[src/rtl/fuse_read_pkg.sv]
package fuse_read_pkg;
  // control word bit positions expected by the fuse macro
  localparam int unsigned CB_CSB    = 0;
  localparam int unsigned CB_STROBE = 1;
  localparam int unsigned CB_LOAD   = 2;
  localparam int unsigned CB_PGENB  = 3;
  localparam int unsigned CB_PD     = 5;
  localparam int unsigned CB_SENSE  = 7;
  localparam int unsigned CB_SSEL   = 9;
  localparam int unsigned CB_ADDR   = 16;
  localparam int unsigned ADDR_BITS = 10;
  localparam int unsigned BYTES_PER_WORD = 4;

  typedef enum logic [1:0] {
    MAC_STANDBY,
    MAC_SETUP,
    MAC_STROBE,
    MAC_HOLD
  } macMode_e;

  // strobes from control to datapath
  typedef struct packed {
    logic     take;
    logic     sample;
    logic     nextWord;
    logic     pop;
    macMode_e mode;
  } seqStrb_t;
endpackage

[src/rtl/fuse_read_dp.sv]
module fuse_read_dp
  import fuse_read_pkg::*;
#(
  parameter int unsigned NUM_WORDS = 32,
  parameter int unsigned OFF_W     = 8,
  parameter int unsigned LEN_W     = 9,
  parameter int unsigned WIDX_W    = 6
) (
  input  logic             clk,
  input  logic             rstN,
  input  seqStrb_t         strb,
  input  logic [OFF_W-1:0] reqOffset,
  input  logic [LEN_W-1:0] reqLength,
  input  logic [31:0]      fuseDout,
  output logic [31:0]      fuseCtrl,
  output logic [7:0]       outData,
  output logic             haveByte,
  output logic             lastWord,
  output logic             noWords,
  output logic             ovfPending
);
  localparam int unsigned NUM_BYTES = NUM_WORDS * BYTES_PER_WORD;
  localparam int unsigned SUM_W     = LEN_W + 1;

  logic [SUM_W-1:0]  reqSum;
  logic [SUM_W-1:0]  sumCap;
  logic [SUM_W-1:0]  endRaw;
  logic [SUM_W-1:0]  endCap;

  logic [WIDX_W-1:0] curWord;
  logic [WIDX_W-1:0] endWord;
  logic [OFF_W-1:0]  bytePtr;
  logic [OFF_W-1:0]  byteEnd;
  logic              ovfReg;
  logic [31:0]       wordBuf;
  logic [7:0]        lanes [BYTES_PER_WORD];
  logic [31:0]       addrField;

  // request range arithmetic
  always_comb begin
    reqSum = SUM_W'(reqOffset) + SUM_W'(reqLength);
    sumCap = (reqSum > SUM_W'(NUM_BYTES)) ? SUM_W'(NUM_BYTES) : reqSum;
    endRaw = (reqSum + SUM_W'(BYTES_PER_WORD - 1)) >> 2;
    endCap = (endRaw > SUM_W'(NUM_WORDS)) ? SUM_W'(NUM_WORDS) : endRaw;
  end

  always_ff @(posedge clk or negedge rstN) begin
    if (!rstN) begin
      curWord <= '0;
      endWord <= '0;
      bytePtr <= '0;
      byteEnd <= '0;
      ovfReg  <= 1'b0;
      wordBuf <= '0;
    end else begin
      if (strb.take) begin
        curWord <= reqOffset[OFF_W-1:2];
        endWord <= WIDX_W'(endCap);
        bytePtr <= reqOffset;
        byteEnd <= OFF_W'(sumCap);
        ovfReg  <= (reqSum > SUM_W'(NUM_BYTES));
      end
      if (strb.sample)   wordBuf <= fuseDout;
      if (strb.nextWord) curWord <= curWord + 1'b1;
      if (strb.pop)      bytePtr <= bytePtr + 1'b1;
    end
  end

  // little-endian lane split
  for (genvar g = 0; g < BYTES_PER_WORD; g++) begin : gLane
    assign lanes[g] = wordBuf[8*g +: 8];
  end

  assign outData    = lanes[bytePtr[1:0]];
  assign haveByte   = (bytePtr < byteEnd) && (bytePtr[OFF_W-1:2] == curWord);
  assign lastWord   = ({1'b0, curWord} + 1'b1) >= {1'b0, endWord};
  assign noWords    = curWord >= endWord;
  assign ovfPending = ovfReg;

  assign addrField = 32'(curWord) << CB_ADDR;

  always_comb begin
    unique case (strb.mode)
      MAC_SETUP:  fuseCtrl = (32'd1 << CB_LOAD) | (32'd1 << CB_PGENB)
                           | (32'd1 << CB_SSEL) | (32'd1 << CB_SENSE);
      MAC_STROBE: fuseCtrl = (32'd1 << CB_LOAD) | (32'd1 << CB_PGENB)
                           | (32'd1 << CB_SSEL) | (32'd1 << CB_SENSE)
                           | (32'd1 << CB_STROBE) | addrField;
      MAC_HOLD:   fuseCtrl = (32'd1 << CB_LOAD) | (32'd1 << CB_PGENB)
                           | (32'd1 << CB_SSEL) | (32'd1 << CB_SENSE)
                           | addrField;
      default:    fuseCtrl = (32'd1 << CB_PD) | (32'd1 << CB_CSB);
    endcase
  end
endmodule

[src/rtl/fuse_read_ctrl.sv]
module fuse_read_ctrl
  import fuse_read_pkg::*;
#(
  parameter int unsigned SETUP_CYC   = 250,
  parameter int unsigned STROBE_CYC  = 250,
  parameter int unsigned RELEASE_CYC = 250
) (
  input  logic     clk,
  input  logic     rstN,
  input  logic     reqValid,
  input  logic     outReady,
  input  logic     haveByte,
  input  logic     lastWord,
  input  logic     noWords,
  output seqStrb_t strb,
  output logic     busy,
  output logic     outValid,
  output logic     done
);
  localparam int unsigned MAX_A = (SETUP_CYC > STROBE_CYC) ? SETUP_CYC : STROBE_CYC;
  localparam int unsigned MAX_C = (MAX_A > RELEASE_CYC) ? MAX_A : RELEASE_CYC;
  localparam int unsigned CNT_W = $clog2(MAX_C + 1);

  typedef enum logic [2:0] {
    ST_IDLE, ST_SETUP, ST_STROBE, ST_RELEASE, ST_DRAIN, ST_STBY
  } seqState_e;

  seqState_e        state, nextState;
  logic [CNT_W-1:0] cnt;
  logic             timed;

  always_comb begin
    strb      = '0;
    strb.mode = MAC_STANDBY;
    nextState = state;
    outValid  = 1'b0;
    done      = 1'b0;
    timed     = 1'b0;
    unique case (state)
      ST_IDLE: begin
        if (reqValid) begin
          strb.take = 1'b1;
          nextState = ST_SETUP;
        end
      end
      ST_SETUP: begin
        strb.mode = MAC_SETUP;
        timed     = 1'b1;
        if (cnt == CNT_W'(SETUP_CYC - 1))
          nextState = noWords ? ST_STBY : ST_STROBE;
      end
      ST_STROBE: begin
        strb.mode = MAC_STROBE;
        timed     = 1'b1;
        if (cnt == CNT_W'(STROBE_CYC - 1)) begin
          strb.sample = 1'b1;
          nextState   = ST_RELEASE;
        end
      end
      ST_RELEASE: begin
        strb.mode = MAC_HOLD;
        timed     = 1'b1;
        if (cnt == CNT_W'(RELEASE_CYC - 1)) nextState = ST_DRAIN;
      end
      ST_DRAIN: begin
        strb.mode = MAC_HOLD;
        if (haveByte) begin
          outValid = 1'b1;
          strb.pop = outReady;
        end else if (lastWord) begin
          nextState = ST_STBY;
        end else begin
          strb.nextWord = 1'b1;
          nextState     = ST_STROBE;
        end
      end
      default: begin
        done      = 1'b1;
        nextState = ST_IDLE;
      end
    endcase
  end

  always_ff @(posedge clk or negedge rstN) begin
    if (!rstN) begin
      state <= ST_IDLE;
      cnt   <= '0;
    end else begin
      state <= nextState;
      if (nextState != state || !timed) cnt <= '0;
      else                              cnt <= cnt + 1'b1;
    end
  end

  assign busy = (state != ST_IDLE);
endmodule

[src/rtl/fuse_read_seq.sv]
module fuse_read_seq
  import fuse_read_pkg::*;
#(
  parameter int unsigned NUM_WORDS   = 32,
  parameter int unsigned SETUP_CYC   = 250,
  parameter int unsigned STROBE_CYC  = 250,
  parameter int unsigned RELEASE_CYC = 250,
  localparam int unsigned OFF_W  = $clog2(NUM_WORDS * BYTES_PER_WORD) + 1,
  localparam int unsigned LEN_W  = OFF_W + 1,
  localparam int unsigned WIDX_W = OFF_W - 2
) (
  input  logic             clk,
  input  logic             rstN,
  input  logic             reqValid,
  input  logic [OFF_W-1:0] reqOffset,
  input  logic [LEN_W-1:0] reqLength,
  output logic             busy,
  output logic             outValid,
  output logic [7:0]       outData,
  input  logic             outReady,
  output logic             done,
  output logic             overflow,
  output logic [31:0]      fuseCtrl,
  input  logic [31:0]      fuseDout
);
  seqStrb_t strb;
  logic     haveByte, lastWord, noWords, ovfPending;

  fuse_read_ctrl #(
    .SETUP_CYC  (SETUP_CYC),
    .STROBE_CYC (STROBE_CYC),
    .RELEASE_CYC(RELEASE_CYC)
  ) ctrl_i (
    .clk     (clk),
    .rstN    (rstN),
    .reqValid(reqValid),
    .outReady(outReady),
    .haveByte(haveByte),
    .lastWord(lastWord),
    .noWords (noWords),
    .strb    (strb),
    .busy    (busy),
    .outValid(outValid),
    .done    (done)
  );

  fuse_read_dp #(
    .NUM_WORDS(NUM_WORDS),
    .OFF_W    (OFF_W),
    .LEN_W    (LEN_W),
    .WIDX_W   (WIDX_W)
  ) dp_i (
    .clk       (clk),
    .rstN      (rstN),
    .strb      (strb),
    .reqOffset (reqOffset),
    .reqLength (reqLength),
    .fuseDout  (fuseDout),
    .fuseCtrl  (fuseCtrl),
    .outData   (outData),
    .haveByte  (haveByte),
    .lastWord  (lastWord),
    .noWords   (noWords),
    .ovfPending(ovfPending)
  );

  assign overflow = done & ovfPending;
endmodule

[config.mk]
export PLATFORM = sky130hd
export DESIGN_NAME = fuse_read_seq
export DESIGN_NICKNAME = d
export VERILOG_FILES = /design/src/rtl/fuse_read_pkg.sv /design/src/rtl/fuse_read_dp.sv /design/src/rtl/fuse_read_ctrl.sv /design/src/rtl/fuse_read_seq.sv
export SDC_FILE = /design/constraint.sdc
export NUM_CORES = 1
export LEC_CHECK = 0
export BUFFER_PORTS_ARGS = -buffer_cell sky130_fd_sc_hd__clkbuf_2
export CORE_UTILIZATION = 45
export CTS_CLUSTER_DIAMETER = 100
export DETAILED_ROUTE_END_ITERATION = 8
export PLACE_DENSITY = 0.67
export SLEW_MARGIN = 30
export SYNTH_ARGS = -nofsm -noshare
export SYNTH_HDL_FRONTEND = slang
export SYNTH_SLANG_ARGS = --single-unit
[constraint.sdc]
create_clock -name clk -period 3 [get_ports clk]
set_input_delay 0.6 -clock clk [delete_from_list [all_inputs] [get_ports clk]]
set_output_delay 0.6 -clock clk [all_outputs]
set_load 0.005 [all_outputs]
After elaboration in Yosys (flattened, before gate mapping)
Index checks and enable logic that the tools add are counted.
{"block": "classes", "addsub": 6, "order_cmp": 6, "n_eq_ne": 10, "n_mux": 32, "bitwise_logic": 2, "n_reduce_logical": 10}
{"cell": "$pmux W22 S3", "n": 1}
{"cell": "$mux W8", "n": 6}
{"cell": "$mux W3", "n": 7}
{"cell": "$mux W6", "n": 3}
{"cell": "$add A8 B1 Y8 const B", "n": 2}
{"cell": "$bmux W8 S2", "n": 1}
{"cell": "$pmux W3 S5", "n": 1}
{"cell": "$mux W1", "n": 11}
{"cell": "$add A10 B2 Y10 const B", "n": 1}
{"cell": "$add A8 B9 Y10", "n": 1}
{"cell": "$gt A10 B8 Y1 const B", "n": 1}
{"cell": "$eq A8 B8 Y1 const B", "n": 1}
{"cell": "$gt A8 B6 Y1 const B", "n": 1}
{"cell": "$lt A8 B8 Y1", "n": 1}
{"cell": "$add A6 B1 Y7 const B", "n": 1}
{"cell": "$ge A7 B6 Y1", "n": 1}
{"cell": "$add A6 B1 Y6 const B", "n": 1}
{"cell": "$eq A3 B2 Y1 const B", "n": 2}
{"cell": "$eq A6 B6 Y1", "n": 1}
{"cell": "$ge A6 B6 Y1", "n": 1}
{"cell": "$pmux W2 S3", "n": 1}
{"cell": "$reduce_or A5 Y1", "n": 1}
{"cell": "$eq A2 B2 Y1 const B", "n": 2}
{"cell": "$reduce_bool A2 Y1", "n": 2}
{"cell": "15 further kinds", "n": 15}
{"block": "totals", "regBits": 72, "inputBits": 53, "wordCells": 74}

Depth between registers and ports, before layout
Gate-level depths: netlist of run 1.
{"block": "logic_depth", "word_depth": 8, "mapped_depth": 10}

Cells and area by module
From an unflattened synthesis of run 1, not the netlist that was laid out.
{"block": "hier_totals", "hier_cells": 444, "area_unflattened_um2": 4655.7}
{"module": "fuse_read_dp", "instances": 1, "cells_per_inst": 371, "area_per_inst_um2": 3975.1, "seq_area_each_um2": 1526.5}
{"module": "fuse_read_ctrl", "instances": 1, "cells_per_inst": 72, "area_per_inst_um2": 674.4, "seq_area_each_um2": 275.3}
{"module": "fuse_read_seq", "instances": 1, "cells_per_inst": 1, "area_per_inst_um2": 6.3, "seq_area_each_um2": 0.0}

Least setup slack after synthesis of run 1
No wires, ideal clock.
{"block": "synth_path", "path_kind": "input -> register", "start": "input reqOffset[0]", "end": "register dp_i.endWord[0]", "setup_ns": 0.104, "arrival_time_ns": 2.695, "setup_slack_ns": 0.201, "path_stages": 8, "n_path_buf": 0, "cell_sequence": "ha_1 -> fa_1 -> a21o_1 -> a221oi_1 -> o21bai_1 -> a31oi_1 -> nand4_2 -> a221oi_1"}
{"block": "synth_between", "elab_chain_cells": 4}
{"element": "from (decl)", "line_no": "fuse_read_seq.sv:15", "text": "input logic [OFF_W-1:0] reqOffset,"}
{"element": "$add A8 B9 Y10 *", "line_no": "fuse_read_dp.sv:41", "text": "reqSum = SUM_W'(reqOffset) + SUM_W'(reqLength);"}
{"element": "$add A10 B2 Y10 *", "line_no": "fuse_read_dp.sv:43", "text": "endRaw = (reqSum + SUM_W'(BYTES_PER_WORD - 1)) >> 2;"}
{"element": "$gt A8 B6 Y1", "line_no": "fuse_read_dp.sv:44", "text": "endCap = (endRaw > SUM_W'(NUM_WORDS)) ? SUM_W'(NUM_WORDS) : endRaw;"}
{"element": "$mux W6 *", "line_no": "fuse_read_dp.sv:44"}
{"element": "to (signal assigned)", "line_no": "fuse_read_dp.sv:58", "text": "endWord <= WIDX_W'(endCap);"}
{"element": "to (decl)", "line_no": "fuse_read_dp.sv:31", "text": "logic [WIDX_W-1:0] endWord;"}
Mark *: on every way between the ends. The rest lies on a longest branch, timed or not.
A chain may end at the register's enable or synchronous reset.

Final worst setup path of run 1
{"block": "layout_path", "start": "register dp_i.bytePtr[5]", "end": "output outValid"}
{"block": "layout_between", "elab_chain_cells": 4}
{"element": "from (decl)", "line_no": "fuse_read_dp.sv:32", "text": "logic [OFF_W-1:0] bytePtr;"}
{"element": "from (signal assigned)", "line_no": "fuse_read_dp.sv:59", "text": "bytePtr <= reqOffset;"}
{"element": "from (signal assigned)", "line_no": "fuse_read_dp.sv:65", "text": "if (strb.pop) bytePtr <= bytePtr + 1'b1;"}
{"element": "$lt A8 B8 Y1 / $eq A6 B6 Y1 (equally long branches)", "line_no": "fuse_read_dp.sv:75", "text": "assign haveByte = (bytePtr < byteEnd) && (bytePtr[OFF_W-1:2] == curWord);"}
{"element": "$logic_and A1 B1 Y1 *", "line_no": "fuse_read_dp.sv:75"}
{"element": "$mux W1 *", "line_no": "fuse_read_ctrl.sv:67", "text": "if (haveByte) begin"}
{"element": "$mux W1 *", "line_no": "fuse_read_ctrl.sv:39", "text": "unique case (state)"}
{"element": "to (decl)", "line_no": "fuse_read_seq.sv:18", "text": "output logic outValid,"}
Marks and branches as above.

==> flow_summary.yaml, run 1 <==
place:
  dp_hpwl_um: 7920
  dp_slack_ps: -43.3
  port_buffers: 77
  place_congestion: 0.809
timing:
  fin_crit_sh_pct: 96.9
  slew_headroom_pct: 48.3
  max_freq_mhz: 344
  tightest_slew_ps: 776
  final-max-slew-violation-count: 0
  setup_viol: 0
  timing.final.ws_setup_ps: 92.4
  fin_worst_skew_ps: 14.8
  final_hold_viol_count: 0
  finalSetupTns_ps: 0
  post-route-min-period_ps: 2910
  rsz0062_at_grt: "no"
worst_setup_path:
  critPathMaxFanout: 7
  crit_path_top_delay_cell: "or4_4"
  crit_end: "outValid"
  cpLargestDelayFamily: "simple AND/OR/NAND/NOR gates"
  crit_type: "reg2out"
  max_stage_delay_ps: 470
  crit_chain: "ha_1 > a21oi_2 > o2111ai_1 > or4_4 > a21o_4 > nor2_1 > clkbuf_2"
  path_buf_inv: 1
  crit_required_ps: 2400
  crit_path_start: "dp_i.bytePtr[5]"
  arrival_ps: 2310
  r2r-end: "dp_i.curWord[3]"
  cp-start-kind: "register"
  reg2reg_from: "dp_i.curWord[0]"
  reg2reg_depth: 10
  r2r_setup_slack_ps: 250
  cp-end-kind: "output port"
  cp.depth: 7
floorplanning:
  core_area_mm2: 0.00982
  start_util_pct: 46.9
  die_h_um: 103
  ios: 97
  die_x_um: 103
  std_cell_rows: 36
  dieArea_mm2: 0.0106
power:
  p_per_area_mw_per_mm2: 392
  vdd_drop_max_mv: 0.245
  switchingPower_uw: 509
  p_leak_nw: 2.79
  p_comb_share_pct: 10.1
  clockPowerShare_pct: 44.5
  swShare_pct: 23.8
  p_int_mw: 1.63
  sequentialPowerShare_pct: 45.4
global_routing:
  grt_most_used_layer: "met2"
  grt_use_met1_pct: 29.5
  antenna_found_initial: 0
  use_met2_pct: 34.8
  met3_usage_pct: 3.73
  grt_usage_pct: 21.5
  grt_max_degree: 40
  grt_pass1_vias: 3397
  grt_overflow: 0
  grt_pass1_wl_um: 17200
clock_network:
  clock_sinks: 72
  cts.reportedPaths.clkPinSlew_ps: 90
  cts_root_buffer: "clkbuf_8"
  cts_tree: "yes"
  cts_made_buffers: 9
  worst_skew_pair.late_latency_ps: 360
  htreeDepth: 3
  postCtsHoldBufs: 0
  cts_buffer_depth: 2
yosys:
  ys.flop_type: "dfrtp_1"
  netlist_area_mm2: 0.00460
  yosysWarnings: 0
  synth_top_area_share_pct: 39.2
  synth-async-reset-ratio_pct: 100
  synth-edff-count: 0
  synth.avg_cell_area_um2: 10.8
  yosysTopAreaCell: "dfrtp_1"
  synthDistinctLibCells: 62
  synth-seq-cells: 72
  seq_area_frac_synth_pct: 39.2
  synthCells: 426
  synthTopCellsByArea: "dfrtp_1 39%, mux2_2 9.8%, ha_1 8.4%"
detailed_routing:
  vias: 3535
  drc: 0
  drtPass1Iterations: 5
  routed_wl_um: 10500
  wire_per_inst_um: 15.9
  drt_iter0_markers: 167
  viasPerCell: 5.36
  ant_nets: 0
final_layout:
  diodes: 0
  drive_gt1_share_pct: 35.0
  syn_to_final_growth_pct: 18.5
  utilization_pct: 55.5
  fill_cells: 887
  layout.nets: 606
flow_run:
  drv_cap: 0
status:
  status: "finished, final reports clean"
hold_path:
  hold_class: "in2async"
==> logic make-up after synthesis <==
| logic type | count (synthesis) | share of synthesized area, % |
|---|---|---|
| other | 1 | 0.0815 |
| DFF | 72 | 39.2 |
| adders and majority gates | 32 | 8.87 |
| buffers and inverters | 59 | 7.13 |
| xor gates and xnor gates | 27 | 5.14 |
| and+or+nand+nor | 108 | 12.0 |
| AOI/OAI and AO/OA | 75 | 13.0 |
| muxes | 52 | 14.6 |
==> power by group through the flow <==
stage / clock network (mW) / logic [mW] / registers [mW]
floorplan: 0 / 0.127 / 0.989
global placement: 0 / 0.211 / 0.989
detailed placement: 0 / 0.217 / 0.989
CTS: 0.961 / 0.218 / 0.970
global route: 1.01 / 0.243 / 0.970
finish: 0.950 / 0.217 / 0.970
==> stage by stage <==
step           instances  hold slack [ps]  power, mW  cell area [µm²]
2_1_floorplan        444              304       1.12             4670
3_3_place_gp         638              473       1.20             5150
3_5_place_dp         638              473       1.21             5150
4_1_cts              655              328       2.15             5410
5_1_grt              659              374       2.22             5450
6_report             659              310       2.14             5450
==> cells in the mapped netlist (3+ instances only) <==
| master | instances |
|---|---|
| o22ai_1 | 5 |
| nand2b_1 | 4 |
| ha_1 | 31 |
| a221oi_1 | 8 |
| buf_2 | 4 |
| buf_4 | 25 |
| and2_1 | 4 |
| nor3b_1 | 3 |
| inv_1 | 20 |
| mux2_2 | 40 |
| and3_1 | 7 |
| dfrtp_1 | 72 |
| o21ai_0 | 5 |
| nor3_1 | 11 |
| a21oi_1 | 9 |
| nand3_1 | 8 |
| xnor2_1 | 16 |
| nor2_1 | 34 |
| a221o_1 | 5 |
| nor2b_1 | 8 |
| clkbuf_1 | 8 |
| xor2_1 | 11 |
| a21o_1 | 13 |
| a31oi_1 | 4 |
| a22o_1 | 3 |
| o2111ai_1 | 3 |
| nand2_1 | 16 |
| mux4_2 | 8 |
| mux2i_1 | 3 |
==> registers in the layout, indices dropped and copies added, names as in the netlist <==
| signal | flops |
|---|---|
| dp_i.endWord | 6 |
| dp_i.byteEnd | 8 |
| dp_i.curWord | 6 |
| dp_i.bytePtr | 8 |
| ctrl_i.state | 3 |
| ctrl_i.cnt | 8 |
| dp_i.wordBuf | 32 |
| dp_i.ovfPending | 1 |
==> worst register-to-register path: cells and delay by family (launching register included) <==
kind / cells / cell delay (ps)
multiplexers: 1 / 370
AND/OR/NAND/NOR: 3 / 570
flip-flops: 1 / 470
adder cells (fa/ha/maj): 2 / 520
XOR/XNOR: 1 / 130
AO/OA/AOI/OAI: 3 / 570
==> worst min-delay path by stage <==
stage	from	endpoint	slack, ps	depth (start not counted)
CTS	rstN	dp_i.wordBuf[28]	330	1
detailed placement	dp_i.byteEnd[7]	dp_i.byteEnd[7]	470	1
global placement	dp_i.wordBuf[5]	dp_i.wordBuf[5]	470	1
global route	rstN	dp_i.wordBuf[12]	370	1
floorplan	rstN	ctrl_i.cnt[0]	300	0
finish	rstN	dp_i.wordBuf[12]	310	1
==> repair_timing <==
item	CTS	global route
setup endpoints to repair	1	1
gates cloned	0	0
pin swaps	0	1
buffers inserted	1	4
resized for setup	3	2
==> cells in the final DEF, fill, tap and decap left out, drive strengths merged, types with 3 or more instances in the layout <==
cell,instances
dfrtp,72
and3,9
nand2,16
nor2,34
conb,19
mux4,8
and2,4
o2111ai,3
o22ai,5
xor2,11
nor3,11
nand2b,4
ha,31
mux2i,3
nand3,8
bufinv,3
mux2,41
a31oi,4
a22o,3
xnor2,16
a221o,5
a21o,13
a21oi,9
nor2b,8
clkbuf,86
inv,22
o21ai,5
buf,28
a221oi,8
nor3b,3
==> layout make-up <==
type                       instances  area [µm²]  share of cell area (%)
multi-input combinational        313        2560                    46.9
sequential                        72        1800                    33.1
timing repair buffer             104         601                    11.0
tap                              133         166                    3.05
clock buffer                      10         128                    2.34
clock inverter                     6         115                    2.11
inverter                          21        78.8                    1.45
==> layer usage <==
layer / routed length, µm / vias up
met5: 0 / -
met4: 158 / 0
met3: 402 / 12
met2: 4970 / 88
met1: 4940 / 1735
li1: - / 1700
Note: power is estimated with default switching activity, not from simulation.
==> run 2: changes to the inputs <==
--- a/config.mk
+++ b/config.mk
@@ -9,7 +9,9 @@
 export CORE_UTILIZATION = 45
 export CTS_CLUSTER_DIAMETER = 100
 export DETAILED_ROUTE_END_ITERATION = 8
+export MAX_ROUTING_LAYER = met4
 export PLACE_DENSITY = 0.67
+export RECOVER_POWER = 100
 export SLEW_MARGIN = 30
 export SYNTH_ARGS = -nofsm -noshare
 export SYNTH_HDL_FRONTEND = slang
==> run 2 against run 1 <==
The flow now finishes with violations (capacitance limit, slew limit); total power is 0.46% lower; via count is 0.31% lower; setup slack better by 6.9 ps; sequential share of layout area is 0.43 points higher; hold slack better by 160 ps; combinational power is 2% lower.
==> flow_summary.yaml, run 2 (synthesized netlist as in run 1, its figures left out) <==
floorplanning:
  die_h_um: 103
  dieArea_mm2: 0.0106
  ios: 97
  std_cell_rows: 36
  die_x_um: 103
  start_util_pct: 46.9
  core_area_mm2: 0.00982
detailed_routing:
  drtPass1Iterations: 4
  wire_per_inst_um: 15.8
  viasPerCell: 5.36
  drt_iter0_markers: 155
  ant_nets: 0
  routed_wl_um: 10400
  drc: 0
  vias: 3524
worst_setup_path:
  cp-end-kind: "output port"
  r2r-end: "dp_i.curWord[3]"
  critPathMaxFanout: 7
  r2r_setup_slack_ps: 240
  crit_required_ps: 2400
  reg2reg_depth: 10
  crit_type: "reg2out"
  cp-start-kind: "register"
  arrival_ps: 2300
  reg2reg_from: "dp_i.curWord[0]"
clock_network:
  clock_sinks: 72
  cts.reportedPaths.clkPinSlew_ps: 90
  worst_skew_pair.late_latency_ps: 350
  htreeDepth: 3
  cts_buffer_depth: 2
  cts_root_buffer: "clkbuf_8"
  cts_tree: "yes"
  cts_made_buffers: 9
  postCtsHoldBufs: 0
final_layout:
  regMostFlops: "dp_i.wordBuf"
  largest_register_ffs: 32
  syn_to_final_growth_pct: 16.9
  finalNonFillerCells: 658
  final_area_mm2: 0.00538
  final_cell_mix: "71 x dfrtp_1, 64 x clkbuf_2, 40 x mux2_2"
  final_common_cell: "dfrtp_1"
  diodes: 0
  fill_cells: 909
  drive_gt1_share_pct: 30.3
  layout.nets: 605
timing:
  final-max-slew-violation-count: 34
  tightest_slew_ps: 1810
  final_hold_viol_count: 0
  fin_crit_sh_pct: 96.7
  post-route-min-period_ps: 2900
  fin_worst_skew_ps: 13.8
  slew_headroom_pct: -20.6
  setup_viol: 0
  max_freq_mhz: 345
  rsz0062_at_grt: "no"
place:
  placed_cells: 638
  place_congestion: 0.821
  placed_area_mm2: 0.00515
  dp_hpwl_um: 7920
  port_buffers: 77
power:
  power.total_mw: 2.13
  p_leak_nw: 2.71
  p_per_area_mw_per_mm2: 395
  vdd_drop_max_mv: 0.245
global_routing:
  grt_usage_pct: 22.2
  grt_pass1_vias: 3391
  antenna_found_initial: 0
  grt_overflow: 0
  grt_pass1_wl_um: 17200
  grt_max_degree: 40
hold_path:
  whs_endpoint: "dp_i.wordBuf[0]"
  min_from: "fuseDout[0]"
  hold_class: "in2reg"
  hold_path_depth: 2
status:
  violations: "capacitance limit, slew limit"
  status: "finished with violations"
flow_run:
  drv_cap: 1
## run 2: critical path, cell delays in order (launching register included)
cell	delay [ps]
dfrtp_2	430
ha_1	310
a21oi_2	160
o2111ai_1	110
or4_4	460
a21o_4	230
nor2_1	120
clkbuf_2	130
## run 2: worst max-delay path by stage
stage	from	endpoint	cells after the start
floorplan	reqOffset[0]	dp_i.endWord[0]	8
global placement	reqOffset[1]	dp_i.endWord[4]	8
detailed placement	reqOffset[0]	dp_i.endWord[1]	9
CTS	dp_i.bytePtr[5]	outValid	7
global route	dp_i.byteEnd[7]	outValid	8
finish	dp_i.bytePtr[5]	outValid	7
## run 2: cell type report
| class | count | area [µm²] | share of cell area (%) |
|---|---|---|---|
| clock inverter | 6 | 115 | 2.14 |
| inverter | 21 | 78.8 | 1.47 |
| sequential | 72 | 1800 | 33.5 |
| multi-input combinational | 313 | 2550 | 47.3 |
| tap | 133 | 166 | 3.09 |
| clock buffer | 10 | 128 | 2.37 |
| timing repair buffer | 103 | 543 | 10.1 |
## run 2: what timing repair did
item,4_1_cts,5_1_grt
hold endpoints to repair,0,0
setup endpoints to repair,1,1
pin swaps,0,1
setup buffers,1,3
resized for setup,3,2
## run 2: metal layers
metal / GRT usage (%) / vias to the layer above / wire length (µm)
met3: 3.66 / 11 / 464
met1: 29.5 / 1714 / 4790
li1: - / 1696 / -
met2: 34.8 / 103 / 4980
met4: 6.61 / 0 / 146
met5: - / - / 0
## run 2: stage by stage
step	setup slack [ps]	utilization (%)	hold WS (ps)	TNS [ps]
2_1_floorplan	201	-	304	0
3_3_place_gp	-83.7	52.4	473	-448
3_5_place_dp	-43.3	52.5	473	-192
4_1_cts	34.9	55.1	328	0
5_1_grt	11.5	54.8	458	0
6_report	99.3	54.8	471	0
## run 2: where the power goes
| group | leakage [nW] | switching (mW) | total (mW) | internal, mW |
|---|---|---|---|---|
| logic | 1.65 | 0.116 | 0.212 | 0.0962 |
| registers | 0.939 | 0 | 0.970 | 0.970 |
| clock network | 0.117 | 0.388 | 0.945 | 0.557 |
